`config.mk`:
```
export PLATFORM = sky130hd
export DESIGN_NAME = cart_bank_ctrl
export DESIGN_NICKNAME = d
export VERILOG_FILES = /design/src/rtl/cbc_pkg.sv /design/src/rtl/cbc_cmd_decode.sv /design/src/rtl/cbc_ctrl_regs.sv /design/src/rtl/cbc_addr_map.sv /design/src/rtl/cart_bank_ctrl.sv
export SDC_FILE = /design/constraint.sdc
export NUM_CORES = 1
export LEC_CHECK = 0
export ABC_AREA = 0
export BUFFER_PORTS_ARGS = -buffer_cell sky130_fd_sc_hd__clkbuf_2
export CORE_MARGIN = 2
export CORE_UTILIZATION = 37
export CTS_CLUSTER_SIZE = 28
export DETAILED_ROUTE_END_ITERATION = 8
export GPL_ROUTABILITY_DRIVEN = 0
export PLACE_DENSITY = 0.89
export SLEW_MARGIN = 20
export SYNTH_ARGS = -nofsm -noshare
export SYNTH_HDL_FRONTEND = slang
export SYNTH_HIERARCHICAL = 1
export SYNTH_SLANG_ARGS = --single-unit
```
`constraint.sdc`:
```
create_clock -name clk -period 1.17 [get_ports clk]
set_input_delay 0.0585 -clock clk [delete_from_list [all_inputs] [get_ports clk]]
set_output_delay 0.0585 -clock clk [all_outputs]
set_load 0.005 [all_outputs]
```
`src/rtl/cbc_pkg.sv`:
```
`timescale 1ns/1ps
package cbc_pkg;
    localparam int LO_W  = 5;
    localparam int HI_W  = 2;
    localparam int NREG  = 4;

    typedef enum logic [1:0] {
        CMD_RAM_GATE = 2'd0,
        CMD_LO_BANK  = 2'd1,
        CMD_HI_BITS  = 2'd2,
        CMD_MODE_SEL = 2'd3
    } cbc_cmd_e;

    typedef struct packed {
        logic            ram_on;
        logic            mode;
        logic [HI_W-1:0] rom_hi;
        logic [LO_W-1:0] rom_lo;
        logic [HI_W-1:0] ram_bank;
    } cbc_state_t;
endpackage

```
`src/rtl/cbc_cmd_decode.sv`:
```
`timescale 1ns/1ps
module cbc_cmd_decode
    import cbc_pkg::*;
#(
    parameter int ADDR_W = 16,
    parameter int DATA_W = 8
) (
    input  logic [ADDR_W-1:0] addr,
    input  logic [DATA_W-1:0] wdata,
    input  logic              wr,
    output logic [NREG-1:0]   hit,
    output logic              gate_on,
    output logic              gate_off,
    output logic [LO_W-1:0]   lo_val,
    output logic [HI_W-1:0]   hi_val,
    output logic              mode_val
);
    localparam int SEL_W = 3;

    logic [SEL_W-1:0] sel;
    assign sel = addr[ADDR_W-1 -: SEL_W];

    // one strobe per command region; top select bit must be 0 (ROM area)
    for (genvar r = 0; r < NREG; r++) begin : g_region
        assign hit[r] = wr && (sel == SEL_W'(r));
    end

    assign gate_on  = (wdata == DATA_W'(8'h0A));
    assign gate_off = (wdata == DATA_W'(0));
    assign lo_val   = (wdata[LO_W-1:0] == '0) ? LO_W'(1) : wdata[LO_W-1:0];
    assign hi_val   = wdata[HI_W-1:0];
    assign mode_val = wdata[0];
endmodule

```
`src/rtl/cbc_ctrl_regs.sv`:
```
`timescale 1ns/1ps
module cbc_ctrl_regs
    import cbc_pkg::*;
(
    input  logic            clk,
    input  logic            rst_n,
    input  logic [NREG-1:0] hit,
    input  logic            gate_on,
    input  logic            gate_off,
    input  logic [LO_W-1:0] lo_val,
    input  logic [HI_W-1:0] hi_val,
    input  logic            mode_val,
    output cbc_state_t      state_q
);
    localparam cbc_state_t RESET_ST = '{
        ram_on:   1'b0,
        mode:     1'b0,
        rom_hi:   '0,
        rom_lo:   LO_W'(1),
        ram_bank: '0
    };

    cbc_state_t state_d;

    always_comb begin
        state_d = state_q;
        if (hit[CMD_RAM_GATE]) begin
            if (gate_on) begin
                state_d.ram_on = 1'b1;
            end else if (gate_off) begin
                state_d.ram_on = 1'b0;
            end
        end
        if (hit[CMD_LO_BANK]) begin
            state_d.rom_lo = lo_val;
        end
        if (hit[CMD_HI_BITS]) begin
            if (state_q.mode) begin
                state_d.ram_bank = hi_val;
            end else begin
                state_d.rom_hi = hi_val;
            end
        end
        if (hit[CMD_MODE_SEL]) begin
            state_d.mode = mode_val;
            if (mode_val) begin
                state_d.rom_hi = '0;
            end else begin
                state_d.ram_bank = '0;
            end
        end
    end

    always_ff @(posedge clk or negedge rst_n) begin
        if (!rst_n) begin
            state_q <= RESET_ST;
        end else begin
            state_q <= state_d;
        end
    end
endmodule

```
`src/rtl/cbc_addr_map.sv`:
```
`timescale 1ns/1ps
module cbc_addr_map
    import cbc_pkg::*;
#(
    parameter int ADDR_W    = 16,
    parameter int DATA_W    = 8,
    parameter int ROM_WIN_W = 14,
    parameter int RAM_WIN_W = 13
) (
    input  logic [ADDR_W-1:0]                addr,
    input  logic                             wr,
    input  logic                             rd,
    input  cbc_state_t                       st,
    input  logic [DATA_W-1:0]                rom_rdata,
    input  logic [DATA_W-1:0]                ram_rdata,
    output logic [LO_W+HI_W+ROM_WIN_W-1:0]   rom_addr,
    output logic                             rom_re,
    output logic [HI_W+RAM_WIN_W-1:0]        ram_addr,
    output logic                             ram_we,
    output logic                             ram_re,
    output logic [DATA_W-1:0]                cpu_rdata
);
    localparam int BANK_W = LO_W + HI_W;
    localparam int RAM_TAG_W = ADDR_W - RAM_WIN_W;
    localparam logic [RAM_TAG_W-1:0] RAM_TAG = RAM_TAG_W'(5);

    logic              in_rom;
    logic              in_ram;
    logic              ram_ok;
    logic [BANK_W-1:0] bank_eff;

    assign in_rom   = (addr[ADDR_W-1] == 1'b0);
    assign in_ram   = (addr[ADDR_W-1:RAM_WIN_W] == RAM_TAG);
    assign ram_ok   = in_ram && st.ram_on;
    assign bank_eff = addr[ROM_WIN_W] ? {st.rom_hi, st.rom_lo} : '0;

    assign rom_addr = {bank_eff, addr[ROM_WIN_W-1:0]};
    assign rom_re   = rd && in_rom;
    assign ram_addr = {st.ram_bank, addr[RAM_WIN_W-1:0]};
    assign ram_we   = wr && ram_ok;
    assign ram_re   = rd && ram_ok;

    always_comb begin
        if (in_rom) begin
            cpu_rdata = rom_rdata;
        end else if (ram_ok) begin
            cpu_rdata = ram_rdata;
        end else begin
            cpu_rdata = '1;
        end
    end
endmodule

```
`src/rtl/cart_bank_ctrl.sv`:
```
`timescale 1ns/1ps
module cart_bank_ctrl
    import cbc_pkg::*;
#(
    parameter int ADDR_W    = 16,
    parameter int DATA_W    = 8,
    parameter int ROM_WIN_W = 14,
    parameter int RAM_WIN_W = 13,
    localparam int ROM_A_W  = LO_W + HI_W + ROM_WIN_W,
    localparam int RAM_A_W  = HI_W + RAM_WIN_W
) (
    input  logic               clk,
    input  logic               rst_n,
    input  logic [ADDR_W-1:0]  cpu_addr,
    input  logic [DATA_W-1:0]  cpu_wdata,
    input  logic               cpu_wr,
    input  logic               cpu_rd,
    output logic [DATA_W-1:0]  cpu_rdata,
    output logic [ROM_A_W-1:0] rom_addr,
    output logic               rom_re,
    input  logic [DATA_W-1:0]  rom_rdata,
    output logic [RAM_A_W-1:0] ram_addr,
    output logic               ram_we,
    output logic               ram_re,
    input  logic [DATA_W-1:0]  ram_rdata
);
    logic [NREG-1:0] hit;
    logic            gate_on;
    logic            gate_off;
    logic [LO_W-1:0] lo_val;
    logic [HI_W-1:0] hi_val;
    logic            mode_val;
    cbc_state_t      state_q;

    cbc_cmd_decode #(.ADDR_W(ADDR_W), .DATA_W(DATA_W)) u_dec (
        .addr(cpu_addr), .wdata(cpu_wdata), .wr(cpu_wr), .hit(hit),
        .gate_on(gate_on), .gate_off(gate_off), .lo_val(lo_val),
        .hi_val(hi_val), .mode_val(mode_val)
    );

    cbc_ctrl_regs u_regs (
        .clk(clk), .rst_n(rst_n), .hit(hit), .gate_on(gate_on),
        .gate_off(gate_off), .lo_val(lo_val), .hi_val(hi_val),
        .mode_val(mode_val), .state_q(state_q)
    );

    cbc_addr_map #(
        .ADDR_W(ADDR_W), .DATA_W(DATA_W),
        .ROM_WIN_W(ROM_WIN_W), .RAM_WIN_W(RAM_WIN_W)
    ) u_map (
        .addr(cpu_addr), .wr(cpu_wr), .rd(cpu_rd), .st(state_q),
        .rom_rdata(rom_rdata), .ram_rdata(ram_rdata),
        .rom_addr(rom_addr), .rom_re(rom_re), .ram_addr(ram_addr),
        .ram_we(ram_we), .ram_re(ram_re), .cpu_rdata(cpu_rdata)
    );
endmodule

```
==> results.txt, run 1 <==
----------------------------------------------------
[Critical path]
  Worst Setup Start Kind ... flop
  CP Class ... reg -> out
  Biggest cell delay along the critical path ... 0.40 ns
  FF-to-FF Start ... u_regs/state_q[9]$_DFFE_PN0P_
  Largest fanout on the critical path ... 5
  R2R Path End ... u_regs/state_q[8]$_DFF_PN0_
  Highest-delay cell along the critical path ... sky130_fd_sc_hd__dfrtp_1
  Arrival time at the worst endpoint ... 1.24 ns
  Internal reg-to-reg setup slack ... 0.24 ns
  CP Data Required Time ... 1.11 ns
  Depth of the worst register-to-register path ... 3
  Kind of capture point of the worst setup path ... primary output
  Cell chain of the critical path ... and3b_2, a31oi_1, buf_2

[Routing]
  Routed via count divided by cell count ... 4.94
  # DRC ... 0
  Final Routed Wirelength ... 2200 um
  Number of optimization iterations in the first detailed-route pass ... 4
  Post-Route M1 WL ... 863 um
  Highest signal layer in the routed design ... met4
  Met3 WL post-DR ... 216 um
  Number of routed nets with antenna violations ... 0
  Number of violations reported at the end of detailed-routing iteration 0 ... 15
  Met2 wire length ... 1090 um
  Via total after detailed routing ... roughly 860
  DR WL/cell ... 12.7 um

[Global routing]
  Number of global-route vias before repair ... 861
  Wire length of the first global-routing pass ... 3800 um
  Pin count of the biggest net entering global routing ... 20
  Number of antenna violations at the first check in global routing ... 0
  GR Util All Layers ... 0.152
  Overflow left after global routing ... 0

[STA]
  Post-Route Skew ... around 0.004 ns
  RSZ-0062 raised after global routing ... true
  Summed negative setup slack over all endpoints ... -0.952 ns
  Worst Slack Setup Final ... -0.129 ns
  Maximum operating frequency ... 770 MHz
  Post-route minimum period ... 1.30 ns
  Transition at the pin with the smallest max-transition slack ... about 0.36 ns
  Count of final setup violators ... 10
  Worst slew margin relative to its limit ... 0.755
  Final critical-path share of the clock period ... 1.11
  Final Max Slew Viols ... 0
  Hold Worst Slack ... 0.0548 ns
  Final hold vios ... 0

[Finish]
  Post-layout net count ... 188
  Area taken by multi-input logic gates ... 428 um^2
  FILL cells ... 264
  Area of all sequential standard cells ... ~280 um^2
  Post-route standard cell area excluding fillers ... approximately 0.0011 mm^2
  Diode insertion count for antenna repair ... 0
  Area growth syn-to-layout ... 14.4%
  Max FFs per register ... 11
  Leading registers by flop count ... u_regs/state_q: 11 flops
  Layout cells sized above 1 ... 0.545
  Final Non-Filler Cells ... between 150 and 200
  Register bank with the most flops ... u_regs/state_q
  Final cell utilization of the core ... 0.452

[Worst hold path]
  Beginning of the worst hold path ... cpu_wdata[3]
  End point of the most critical hold path ... u_regs/state_q[5]$_DFFE_PN0P_
  Hold Path Class ... in -> reg
  Cell depth of the worst min-delay path ... 2

[Power and ir drop]
  Max VDD drop ... around 0.79 mV
  Pwr Density ... 952 mW/mm^2
  Power Total ... about 1.1 mW
  Total leakage power ... 0.616 nW

[Die]
  Die area ... 0.00310 mm^2
  Core Box Area ... around 0.0025 mm^2
  Vertical die dimension ... 55.7 um
  Initial Util ... 0.395
  Die Wd ... 55.7 um
  I/O pin total ... 91
  Floorplan row count ... 18

[Logic synthesis]
  Post-synthesis async set-or-reset flop share ... 1.00
  Count of flip-flops with a built-in enable after synthesis ... 0
  Post-synthesis register bit count ... 11
  Sequential cell area fraction in the yosys report ... 0.280
  Mean area per synthesized cell ... ~8.5 um^2
  Distinct cell type count of the synthesized netlist ... 27
  Leading register cell type out of synthesis ... sky130_fd_sc_hd__dfrtp_1
  Yosys synthesis warning count ... 6
  Cells after Synth ... 116
  Post-synthesis cell area ... 988 um^2
  Net count of the mapped netlist ... 160

[CTS]
  Number of CTS-inserted buffers ... 3
  Root Buffer Master ... sky130_fd_sc_hd__clkbuf_4
  Clock Tree Buf Depth ... 2
  Depth of the CTS H-tree ... 1
  Clock transition time at the flip-flop clock pins of the worst setup and hold paths ... 0.06 ns
  CTS tree ... built
  Total number of clock tree sinks ... 11
  Clock insertion delay at the later pin of the skew report ... between 0.2 and 0.3 ns

[Place]
  Placed cell count ... 166
  Worst setup timing slack at the placement stage ... -0.0219 ns
  Post-DP Area ... about 0.0011 mm^2
  Detailed placement HPWL ... 1740 um
  Count of port buffers added during placement ... between 50 and 60

[Outcome]
  Violated checks ... negative setup slack
  Result of the run ... complete, but fails checks

[Job]
  Number of max-cap violations ... 0

----------------------------------------------------
kinds of logic after synthesis:
logic type,Yosys count,share of synthesized area
buffers and inverters,47,0.310
AOI/OAI and AO/OA,13,0.0798
muxes,8,0.0886
and+or+nand+nor,37,0.242
DFF,11,0.280
synth_stat cells (all sizes together), types with 2 or more instances:
library cell | count | area share
buf | 35 | 0.26
mux2 | 6 | 0.068
nand3 | 2 | 0.010
mux2i | 2 | 0.020
nor2b | 2 | 0.013
nand2b | 2 | 0.020
a31oi | 8 | 0.051
inv | 8 | 0.030
and3 | 2 | 0.013
nand2 | 5 | 0.019
and2 | 7 | 0.053
clkbuf | 4 | 0.015
nor2 | 9 | 0.034
dfrtp | 10 | 0.25
or4 | 2 | 0.019
nor4bb | 2 | 0.020
a21oi | 4 | 0.020
per-layer routing:
layer  GRT usage  vias up
met4      0.0906        0
met5           0        -
li1            -      409
met2       0.265       55
met1       0.167      385
met3      0.0349        6
cell usage in the layout (no fill, tap or decap):
master / n
sky130_fd_sc_hd__mux2_1: 6
sky130_fd_sc_hd__and2_2: 7
sky130_fd_sc_hd__dlygate4sd3_1: 1
sky130_fd_sc_hd__or4_4: 1
sky130_fd_sc_hd__nand2b_4: 1
sky130_fd_sc_hd__nor4bb_1: 1
sky130_fd_sc_hd__nand3_1: 2
sky130_fd_sc_hd__and3_1: 1
sky130_fd_sc_hd__and4b_1: 1
sky130_fd_sc_hd__nand2b_1: 1
sky130_fd_sc_hd__or4_1: 1
sky130_fd_sc_hd__clkbuf_1: 1
sky130_fd_sc_hd__nor4_2: 1
sky130_fd_sc_hd__nand2_1: 5
sky130_fd_sc_hd__dfstp_2: 1
sky130_fd_sc_hd__buf_2: 7
sky130_fd_sc_hd__mux2i_1: 2
sky130_fd_sc_hd__clkbuf_2: 44
sky130_fd_sc_hd__buf_4: 9
sky130_fd_sc_hd__nor2b_1: 2
sky130_fd_sc_hd__nor2_1: 9
sky130_fd_sc_hd__clkbuf_4: 3
sky130_fd_sc_hd__nor4b_1: 1
sky130_fd_sc_hd__and3b_2: 2
sky130_fd_sc_hd__a22o_1: 1
sky130_fd_sc_hd__and3_4: 1
sky130_fd_sc_hd__dfrtp_1: 10
sky130_fd_sc_hd__nor4bb_2: 1
sky130_fd_sc_hd__inv_1: 8
sky130_fd_sc_hd__a31oi_1: 8
sky130_fd_sc_hd__a21oi_1: 4
cell type report:
class | instances | share of cell area
clock buffers | 4 | 0.0232
well taps | 30 | 0.0332
multi-input cells | 59 | 0.378
inverters | 8 | 0.0265
flip-flops and latches | 11 | 0.244
repair buffers | 61 | 0.294
what timing repair did:
action | 4_1_cts | 5_1_grt
resized for setup | 2 | 8
cloned | 1 | 0
setup endpoints to repair | 10 | 10
hold buffers | 1 | 0
pin swaps | 11 | 8
setup buffers | 1 | 0
hold endpoints to repair | 11 | 0
critical path, delay by kind of cell, from the launching register on:
kind	cells	cell delay, ns
AND/OR/NAND/NOR	1	0.25
buffers and inverters	1	0.14
flip-flops	1	0.40
AO/OA/AOI/OAI	1	0.18
power breakdown:
group / internal (mW) / leakage [nW] / switching (mW) / total [mW]
clock: 0.132 / 0.0150 / 0.117 / 0.248
combinational: 0.186 / 0.465 / 0.136 / 0.322
sequential: 0.462 / 0.136 / 0.0436 / 0.506
total: 0.780 / 0.616 / 0.296 / 1.08
worst max-delay path by stage:
stage | from | to | slack, ns
2_1_floorplan | cpu_wr | u_regs/state_q[7]$_DFF_PN0_ | 0.07
6_report | u_regs/state_q[10]$_DFFE_PN0P_ | cpu_rdata[4] | -0.13
3_5_place_dp | cpu_wdata[1] | u_regs/state_q[10]$_DFFE_PN0P_ | -0.02
4_1_cts | u_regs/state_q[10]$_DFFE_PN0P_ | cpu_rdata[6] | -0.15
3_3_place_gp | cpu_wdata[1] | u_regs/state_q[10]$_DFFE_PN0P_ | 0.005
5_1_grt | u_regs/state_q[10]$_DFFE_PN0P_ | cpu_rdata[3] | -0.22
No activity file was read; power rests on OpenSTA's default activity.
==> run 2: changes to the inputs <==
--- a/config.mk
+++ b/config.mk
@@ -7,11 +7,12 @@
 export LEC_CHECK = 0
 export ABC_AREA = 0
 export BUFFER_PORTS_ARGS = -buffer_cell sky130_fd_sc_hd__clkbuf_2
-export CORE_MARGIN = 2
+export CORE_MARGIN = 3
 export CORE_UTILIZATION = 37
 export CTS_CLUSTER_SIZE = 28
 export DETAILED_ROUTE_END_ITERATION = 8
 export GPL_ROUTABILITY_DRIVEN = 0
+export MAX_ROUTING_LAYER = met4
 export PLACE_DENSITY = 0.89
 export SLEW_MARGIN = 20
 export SYNTH_ARGS = -nofsm -noshare
==> results.txt, run 2 <==
----------------------------------------------------
[Logic synthesis]
  Post-synthesis register bit count ... 11 (unchanged)
  Area fraction in and, or, nand and nor cells after synthesis ... 0.242 (unchanged)
  Largest family of logic cells by synthesized area ... buffers and inverters
  Synth top cells by count ... 32 x sky130_fd_sc_hd__buf_4, 10 x sky130_fd_sc_hd__dfrtp_1, 9 x sky130_fd_sc_hd__nor2_1
  Share of the synthesized netlist area taken by xor and xnor gates ... 0 (unchanged)
  Most frequent cell after synthesis ... sky130_fd_sc_hd__buf_4
  Cells after Synth ... 116 (unchanged)
  Leading register cell type out of synthesis ... sky130_fd_sc_hd__dfrtp_1
  Share of the synthesized area in the top cell type ... 0.253 (unchanged)
  Adder and majority cell fraction of the synthesized area ... 0 (unchanged)
  Net count of the mapped netlist ... 160 (unchanged)
  Post-synthesis cell area ... 988 um^2 (unchanged)
  Largest area contributor in the synthesized netlist ... sky130_fd_sc_hd__dfrtp_1
  Post-synthesis async set-or-reset flop share ... 1.00 (unchanged)
  Yosys synthesis warning count ... 6 (unchanged)
  Complex-gate fraction of the synthesized area ... 0.0797 (unchanged)
  Count of flip-flops with a built-in enable after synthesis ... 0 (unchanged)
  Distinct cell type count of the synthesized netlist ... 27 (unchanged)
  Share of cell area taken by muxes after synthesis ... 0.0886 (unchanged)
  Synth area leaders ... sky130_fd_sc_hd__dfrtp_1 25%, sky130_fd_sc_hd__buf_4 24%, sky130_fd_sc_hd__mux2_1 6.8%, sky130_fd_sc_hd__and2_2 5.3%, sky130_fd_sc_hd__a31oi_1 5.1%
  Sequential cell area fraction in the yosys report ... 0.280 (unchanged)
  Mean area per synthesized cell ... 8.52 um^2 (unchanged)

[STA]
  Kind of the worst endpoint ... top-level output
  Endpoint with the least setup slack after the last repair ... cpu_rdata[7]

[Die]
  Vertical die dimension ... 57.7 um (+3.6%)
  I/O pin total ... 91 (unchanged)
  Floorplan row count ... 18 (unchanged)
  Initial Util ... 0.395 (unchanged)
  Die Wd ... 57.7 um (+3.6%)

[CTS]
  Clock Tree Buf Depth ... 2 (unchanged)
  Total number of clock tree sinks ... 11 (unchanged)
  Root Buffer Master ... sky130_fd_sc_hd__clkbuf_4
  Depth of the CTS H-tree ... 1 (unchanged)
  Number of CTS-inserted buffers ... 3 (unchanged)

[Place]
  Post-DP Area ... 0.00107 mm^2 (unchanged)
  Detailed placement HPWL ... 1860 um (+7.1%)
  Count of port buffers added during placement ... 51 (unchanged)
  Placed cell count ... 166 (unchanged)

[Global routing]
  GR Util All Layers ... 0.148 (-0.00461)
  Number of global-route vias before repair ... 878 (+2.0%)
  Pin count of the biggest net entering global routing ... 20 (unchanged)
  Number of antenna violations at the first check in global routing ... 0 (unchanged)
  Overflow left after global routing ... 0 (unchanged)
  Wire length of the first global-routing pass ... 3800 um (-0.16%)

[Outcome]
  Result of the run ... did not finish
  Fail Step ... detailed routing
  Err ... [ERROR DRT-0255] Maze Route cannot find path of net cpu_addr[3] in worker of routeBox ( 48300 0 ) ( 57685 48300 ).

----------------------------------------------------
==> run 2: cell counts after synthesis <==
No cell type changed its count.
==> run 2: logic make-up after synthesis <==
group / count (synthesis)
buffers and inverters: 47
AND/OR/NAND/NOR: 37
AO/OA/AOI/OAI: 13
flip-flops: 11
multiplexers: 8
==> run 2: what timing repair did <==
action	in CTS	in global routing
setup endpoints to repair	10	10
gates cloned	1	0
hold endpoints to repair	11	0
hold buffers	1	0
resized for setup	2	10
pin swaps	8	5
buffers inserted	1	0
==> run 2: through the flow <==
step,worst slack [ns],utilization,hold slack [ns]
5_1_grt,-0.174,0.455,0.0695
4_1_cts,-0.150,0.450,0.0473
3_5_place_dp,-0.0382,0.428,-0.0506
3_3_place_gp,0.00735,0.428,-0.0525
2_1_floorplan,0.0717,-,-0.237
==> run 2: routing by layer <==
metal,GRT usage
met5,-
met4,0.0662
met3,0.0267
met2,0.253
met1,0.167
==> run 3: changes to the inputs <==
--- a/config.mk
+++ b/config.mk
@@ -7,13 +7,11 @@
 export LEC_CHECK = 0
 export ABC_AREA = 0
 export BUFFER_PORTS_ARGS = -buffer_cell sky130_fd_sc_hd__clkbuf_2
-export CORE_MARGIN = 3
-export CORE_UTILIZATION = 37
-export CTS_CLUSTER_SIZE = 28
+export CORE_AREA = 3 3 64 66
 export DETAILED_ROUTE_END_ITERATION = 8
+export DIE_AREA = 0 0 67 69
 export GPL_ROUTABILITY_DRIVEN = 0
-export MAX_ROUTING_LAYER = met4
-export PLACE_DENSITY = 0.89
+export PLACE_DENSITY_LB_ADDON = 0.15
 export SLEW_MARGIN = 20
 export SYNTH_ARGS = -nofsm -noshare
 export SYNTH_HDL_FRONTEND = slang
==> results.txt, run 3 (synthesis gave the netlist of run 1 again) <==
----------------------------------------------------
[Outcome]
  Result of the run ... complete, but fails checks
  Violated checks ... negative setup slack

[STA]
  Final Max Slew Viols ... 0
  Hold Worst Slack ... ~0.089 ns
  Count of final setup violators ... 10
  Post-Route Skew ... 0.000183 ns
  Worst Slack Setup Final ... -0.0851 ns
  Final critical-path share of the clock period ... 1.07
  RSZ-0062 raised after global routing ... true
  Post-route minimum period ... 1.26 ns
  Worst slew margin relative to its limit ... 0.813
  Final hold vios ... 0
  Transition at the pin with the smallest max-transition slack ... 0.276 ns
  Maximum operating frequency ... 797 MHz

[Routing]
  DR WL/cell ... 12.3 um
  Final Routed Wirelength ... 2370 um
  Routed via count divided by cell count ... ~4.5
  Number of routed nets with antenna violations ... 0
  # DRC ... 0
  Number of optimization iterations in the first detailed-route pass ... 4
  Via total after detailed routing ... 857
  Number of violations reported at the end of detailed-routing iteration 0 ... 2

[CTS]
  Total number of clock tree sinks ... 11 (unchanged)
  Clock insertion delay at the later pin of the skew report ... 0.24 ns
  Clock transition time at the flip-flop clock pins of the worst setup and hold paths ... ~0.05 ns
  Clock Tree Buf Depth ... 2 (unchanged)
  Number of CTS-inserted buffers ... 3 (unchanged)
  Root Buffer Master ... sky130_fd_sc_hd__clkbuf_8
  CTS tree ... built
  Depth of the CTS H-tree ... 1 (unchanged)

[Finish]
  Area growth syn-to-layout ... 21.8%
  Post-layout net count ... 189
  Final Non-Filler Cells ... 192
  Register bank with the most flops ... u_regs/state_q
  Diode insertion count for antenna repair ... 0
  Most frequent cells in the layout ... 42 x sky130_fd_sc_hd__clkbuf_2, 10 x sky130_fd_sc_hd__buf_4, 10 x sky130_fd_sc_hd__dfrtp_1
  Leading registers by flop count ... u_regs/state_q: 11 flops
  Final cell utilization of the core ... 0.331
  Max FFs per register ... 11
  Commonest non-fill, non-tap cell in the layout ... sky130_fd_sc_hd__clkbuf_2
  Layout cells sized above 1 ... 0.563

[Global routing]
  Global route hottest layer ... met2
  Wire length of the first global-routing pass ... 3730 um (-1.8%)
  GR Util All Layers ... 0.104 (-0.0443)
  Number of global-route vias before repair ... 802 (-8.7%)
  Pin count of the biggest net entering global routing ... 20 (unchanged)
  GR Util met1 ... 0.117 (-0.0495)
  Overflow left after global routing ... 0 (unchanged)
  GR Util met3 ... 0.0277 (+0.000961)
  Number of antenna violations at the first check in global routing ... 0 (unchanged)
  Met2 capacity usage during global routing ... 0.166 (-0.0873)

[Worst hold path]
  Hold Path Class ... in -> reg

[Power and ir drop]
  Pwr Density ... 1000 mW/mm^2
  Cell-internal power ... 0.890 mW
  Switching component of the power ... 0.319 mW
  Part of the power in combinational logic ... 0.273
  Total leakage power ... 0.631 nW
  Max VDD drop ... 0.431 mV
  Sw Ratio ... 0.264
  Clock Power Share ... 0.313
  Power share of the sequential group ... 0.415

[Die]
  Initial Util ... 0.272 (-0.123)
  Die area ... around 0.0046 mm^2
  Die Wd ... 67 um (+16%)
  I/O pin total ... 91 (unchanged)
  Core Box Area ... 0.00363 mm^2
  Floorplan row count ... 22 (+4)
  Vertical die dimension ... 69 um (+20%)

[Critical path]
  Largest fanout on the critical path ... 5
  Worst Setup Start Kind ... flop
  Cell chain of the critical path ... and3b_2, a31oi_2, clkbuf_2
  CP Data Required Time ... 1.11 ns
  Kind of capture point of the worst setup path ... primary output
  Arrival time at the worst endpoint ... 1.20 ns
  CP Class ... reg -> out
  Biggest cell delay along the critical path ... 0.40 ns
  Highest-delay cell along the critical path ... sky130_fd_sc_hd__dfrtp_1

[Place]
  Detailed placement HPWL ... 1920 um (+3.6%)
  Count of port buffers added during placement ... 51 (unchanged)
  Placed cell count ... 185 (+11%)
  Worst setup timing slack at the placement stage ... 0.00485 ns (+0.0431 ns)

[Job]
  Number of max-cap violations ... 0

----------------------------------------------------
==> run 3: path summary, 6_finish.rpt <==
check | start | cells after the start | endpoint | slack, ns
min in group asynchronous | rst_n | 2 | u_regs/state_q[3]$_DFFE_PN0P_ | 0.23
setup / recovery | u_regs/state_q[10]$_DFFE_PN0P_ | 3 | cpu_rdata[6] | -0.09
setup reg to reg | u_regs/state_q[9]$_DFFE_PN0P_ | 3 | u_regs/state_q[7]$_DFF_PN0_ | 0.26
hold / removal | cpu_wdata[3] | 2 | u_regs/state_q[5]$_DFFE_PN0P_ | 0.09
max in group asynchronous | rst_n | 2 | u_regs/state_q[2]$_DFFE_PN1P_ | 0.66
hold reg to reg | u_regs/state_q[5]$_DFFE_PN0P_ | 1 | u_regs/state_q[5]$_DFFE_PN0P_ | 0.48
==> run 3: layout make-up <==
| type | count | area (um^2) |
|---|---|---|
| multi-input combinational | 59 | 439 |
| tap | 48 | 60.1 |
| fill | 404 | 2430 |
| sequential | 11 | 277 |
| inverter | 8 | 30.0 |
| timing repair buffer | 62 | 353 |
| clock buffer | 4 | 45.0 |
==> run 3: worst max-delay path, delay by kind of cell, from the launching register on <==
family | cells | cell delay, ns
compound gates | 1 | 0.17
simple gates | 1 | 0.25
buf+inv | 1 | 0.14
flops | 1 | 0.40
==> run 3: routing by layer <==
metal / wire length (um) / share of wire
met1: 968 / 0.41
met5: 0 / 0
met4: 80 / 0.034
met3: 290 / 0.12
met2: 1030 / 0.43
==> run 3: what timing repair did <==
item,CTS,global route
resized for setup,4,10
gates cloned,1,0
setup buffers,1,0
endpoints found under the hold margin,11,0
pin swaps,7,2
endpoints found under the setup margin,10,10
hold buffers,1,0
==> run 3: power groups by stage <==
stage                     sequential [mW]  combinational [mW]  clock [mW]
after global placement              0.505               0.324           0
after floorplan                     0.495               0.262           0
after detailed placement            0.509               0.328           0
final                               0.501               0.329       0.378
after CTS                           0.503               0.335       0.385
after global routing                0.513               0.370       0.412
==> run 3: through the flow <==
step	setup TNS [ns]	instance area [um^2]	power [mW]
after floorplan	0	995	0.758
after global placement	0	1100	0.829
after detailed placement	0	1100	0.837
after CTS	-0.766	1180	1.22
after global routing	-1.32	1200	1.29
final	-0.651	1200	1.21
==> run 4: changes to the inputs <==
--- a/config.mk
+++ b/config.mk
@@ -12,6 +12,7 @@
 export DIE_AREA = 0 0 67 69
 export GPL_ROUTABILITY_DRIVEN = 0
 export PLACE_DENSITY_LB_ADDON = 0.15
+export SETUP_SLACK_MARGIN = 0.2
 export SLEW_MARGIN = 20
 export SYNTH_ARGS = -nofsm -noshare
 export SYNTH_HDL_FRONTEND = slang
==> results.txt, run 4 (synthesis gave the netlist of run 1 again) <==
----------------------------------------------------
[CTS]
  Clock transition time at the flip-flop clock pins of the worst setup and hold paths ... 0.05 ns (about the same)
  Total number of clock tree sinks ... 11 (unchanged)
  Clock insertion delay at the later pin of the skew report ... 0.23 ns (about the same)
  Depth of the CTS H-tree ... 1 (unchanged)
  CTS tree ... built
  Number of CTS-inserted buffers ... 3 (unchanged)
  Root Buffer Master ... sky130_fd_sc_hd__clkbuf_8
  Clock Tree Buf Depth ... 2 (unchanged)

[Place]
  Count of port buffers added during placement ... 51 (unchanged)
  Detailed placement HPWL ... 1890 um (-1.7%)
  Worst setup timing slack at the placement stage ... 0.0267 ns (+0.0219 ns)

[STA]
  Worst slew margin relative to its limit ... 0.804 (-0.00895)
  Final hold vios ... 0 (unchanged)
  Worst Slack Setup Final ... -0.130 ns (-0.0450 ns)
  Post-route minimum period ... 1.30 ns (+0.0450 ns)
  Maximum operating frequency ... 769 MHz (-3.5%)
  Transition at the pin with the smallest max-transition slack ... 0.294 ns (+0.0173 ns)
  Final Max Slew Viols ... 0 (unchanged)
  Count of final setup violators ... 10 (unchanged)
  Final critical-path share of the clock period ... 1.11 (+0.0385)
  Post-Route Skew ... 0.000165 ns (-0.0000187 ns)
  RSZ-0062 raised after global routing ... true

[Routing]
  Routed via count divided by cell count ... 4.43 (-0.73%)
  Number of routed nets with antenna violations ... 0 (unchanged)
  Via total after detailed routing ... 864 (+0.82%)
  # DRC ... 0 (unchanged)
  DR WL/cell ... 12.6 um (+1.8%)
  Number of violations reported at the end of detailed-routing iteration 0 ... 3 (+1)
  Final Routed Wirelength ... 2450 um (+3.4%)
  Number of optimization iterations in the first detailed-route pass ... 2 (-2)

[Worst hold path]
  Beginning of the worst hold path ... cpu_wdata[3]
  Hold Path Class ... in -> reg
  End point of the most critical hold path ... u_regs/state_q[5]$_DFFE_PN0P_
  Cell depth of the worst min-delay path ... 2 (unchanged)

[Critical path]
  Critical Path Start ... u_regs/state_q[10]$_DFFE_PN0P_
  Kind of capture point of the worst setup path ... primary output
  Highest-delay cell along the critical path ... sky130_fd_sc_hd__dfrtp_1
  Biggest cell delay along the critical path ... 0.40 ns (about the same)
  CP Class ... reg -> out
  Worst Setup Start Kind ... flop
  Levels on crit path ... 3 (unchanged)
  CP Data Required Time ... 1.11 ns (about the same)
  CP Buf/Inv Count ... 1 (unchanged)
  Dominant delay contributor by cell family on the critical path ... flip-flops
  Largest fanout on the critical path ... 5 (unchanged)
  R2R Path End ... u_regs/state_q[10]$_DFFE_PN0P_
  Depth of the worst register-to-register path ... 3 (unchanged)
  Cell chain of the critical path ... and3b_2, a31oi_1, buf_2
  FF-to-FF Start ... u_regs/state_q[10]$_DFFE_PN0P_
  Arrival time at the worst endpoint ... 1.24 ns (+0.04 ns)
  Internal reg-to-reg setup slack ... 0.23 ns (-0.03 ns)

[Finish]
  Layout cells sized above 1 ... 0.585 (+0.0225)
  FILL cells ... 383 (-5.2%)
  Max FFs per register ... 11 (unchanged)
  Leading registers by flop count ... u_regs/state_q: 11 flops
  Diode insertion count for antenna repair ... 0 (unchanged)
  Register bank with the most flops ... u_regs/state_q
  Commonest non-fill, non-tap cell in the layout ... sky130_fd_sc_hd__clkbuf_2
  Most frequent cells in the layout ... 42 x sky130_fd_sc_hd__clkbuf_2, 13 x sky130_fd_sc_hd__buf_4, 10 x sky130_fd_sc_hd__dfrtp_1
  Area growth syn-to-layout ... 26.7%
  Final cell utilization of the core ... 0.345 (+0.0134)
  Area taken by multi-input logic gates ... 472 um^2 (+7.4%)
  Area of all sequential standard cells ... 277 um^2 (unchanged)
  Post-layout net count ... 192 (+1.6%)

[Die]
  Floorplan row count ... 22 (unchanged)
  Vertical die dimension ... 69 um (unchanged)
  Initial Util ... 0.272 (unchanged)
  I/O pin total ... 91 (unchanged)
  Die Wd ... 67 um (unchanged)
  Core Box Area ... 0.00363 mm^2 (unchanged)
  Die area ... 0.00462 mm^2 (unchanged)

[Global routing]
  Pin count of the biggest net entering global routing ... 20 (unchanged)
  Overflow left after global routing ... 0 (unchanged)
  Wire length of the first global-routing pass ... 3570 um (-4.3%)
  Number of global-route vias before repair ... 807 (+0.62%)
  Number of antenna violations at the first check in global routing ... 0 (unchanged)
  GR Util All Layers ... 0.0980 (-0.00547)

[Outcome]
  Result of the run ... complete, but fails checks
  Violated checks ... negative setup slack

[Power and ir drop]
  Sw Ratio ... 0.268 (+0.00447)
  Part of the power in combinational logic ... 0.303 (+0.030)
  Total leakage power ... 0.665 nW (+5.4%)
  Power share of the sequential group ... 0.397 (-0.018)
  Cell-internal power ... 0.934 mW (+5.0%)
  Switching component of the power ... 0.342 mW (+7.4%)
  Pwr Density ... 1020 mW/mm^2 (+1.5%)
  Power Total ... 1.28 mW (+5.6%)
  Clock Power Share ... 0.300 (-0.013)
  Max VDD drop ... 0.531 mV (+23%)

[Job]
  Number of max-cap violations ... 0 (unchanged)

----------------------------------------------------
-- run 4: worst max-delay path by stage --
stage | end | slack (ns)
after global routing | cpu_rdata[6] | -0.18
after global placement | u_regs/state_q[10]$_DFFE_PN0P_ | 0.02
final | cpu_rdata[6] | -0.13
after CTS | cpu_rdata[3] | -0.14
after floorplan | u_regs/state_q[10]$_DFFE_PN0P_ | 0.14
after detailed placement | u_regs/state_q[10]$_DFFE_PN0P_ | 0.03
-- run 4: power by group through the flow --
stage	Combinational, mW	Sequential (mW)	Clock (mW)
6_report	0.386	0.507	0.383
5_1_grt	0.427	0.518	0.414
4_1_cts	0.346	0.505	0.391
3_5_place_dp	0.334	0.508	0
3_3_place_gp	0.330	0.515	0
2_1_floorplan	0.266	0.495	0
-- run 4: through the flow --
step	hold WS (ns)	instances	area [um^2]	setup TNS (ns)
final	0.0791	195	1250	-0.684
after global placement	-0.0506	185	1120	0
after detailed placement	-0.0410	185	1120	0
after CTS	0.0682	192	1190	-0.766
after global routing	0.0747	195	1250	-1.24
after floorplan	-0.237	116	1010	0
-- run 4: layer usage --
| metal | up-vias | global-route usage | part of all wire | wire length, um |
|---|---|---|---|---|
| met4 | 0 | 0.0495 | 0.023 | 57 |
| li1 | 414 | - | - | - |
| met3 | 11 | 0.0228 | 0.11 | 273 |
| met1 | 391 | 0.120 | 0.44 | 1070 |
| met2 | 48 | 0.156 | 0.43 | 1050 |
| met5 | - | 0 | 0 | 0 |
-- run 4: area by class of cell --
cell class	count	share of cell area
sequential	11	0.221
inverter	8	0.0240
timing repair buffer	65	0.295
tap	48	0.0480
clock buffer	4	0.0360
multi-input combinational	59	0.377
-- run 4: what timing repair did --
item,in CTS,in global routing
cloned,1,0
pin swaps,8,8
setup buffers,1,3
hold buffers,1,0
setup endpoints to repair,12,20
gates resized for setup,4,19
endpoints found under the hold margin,11,0
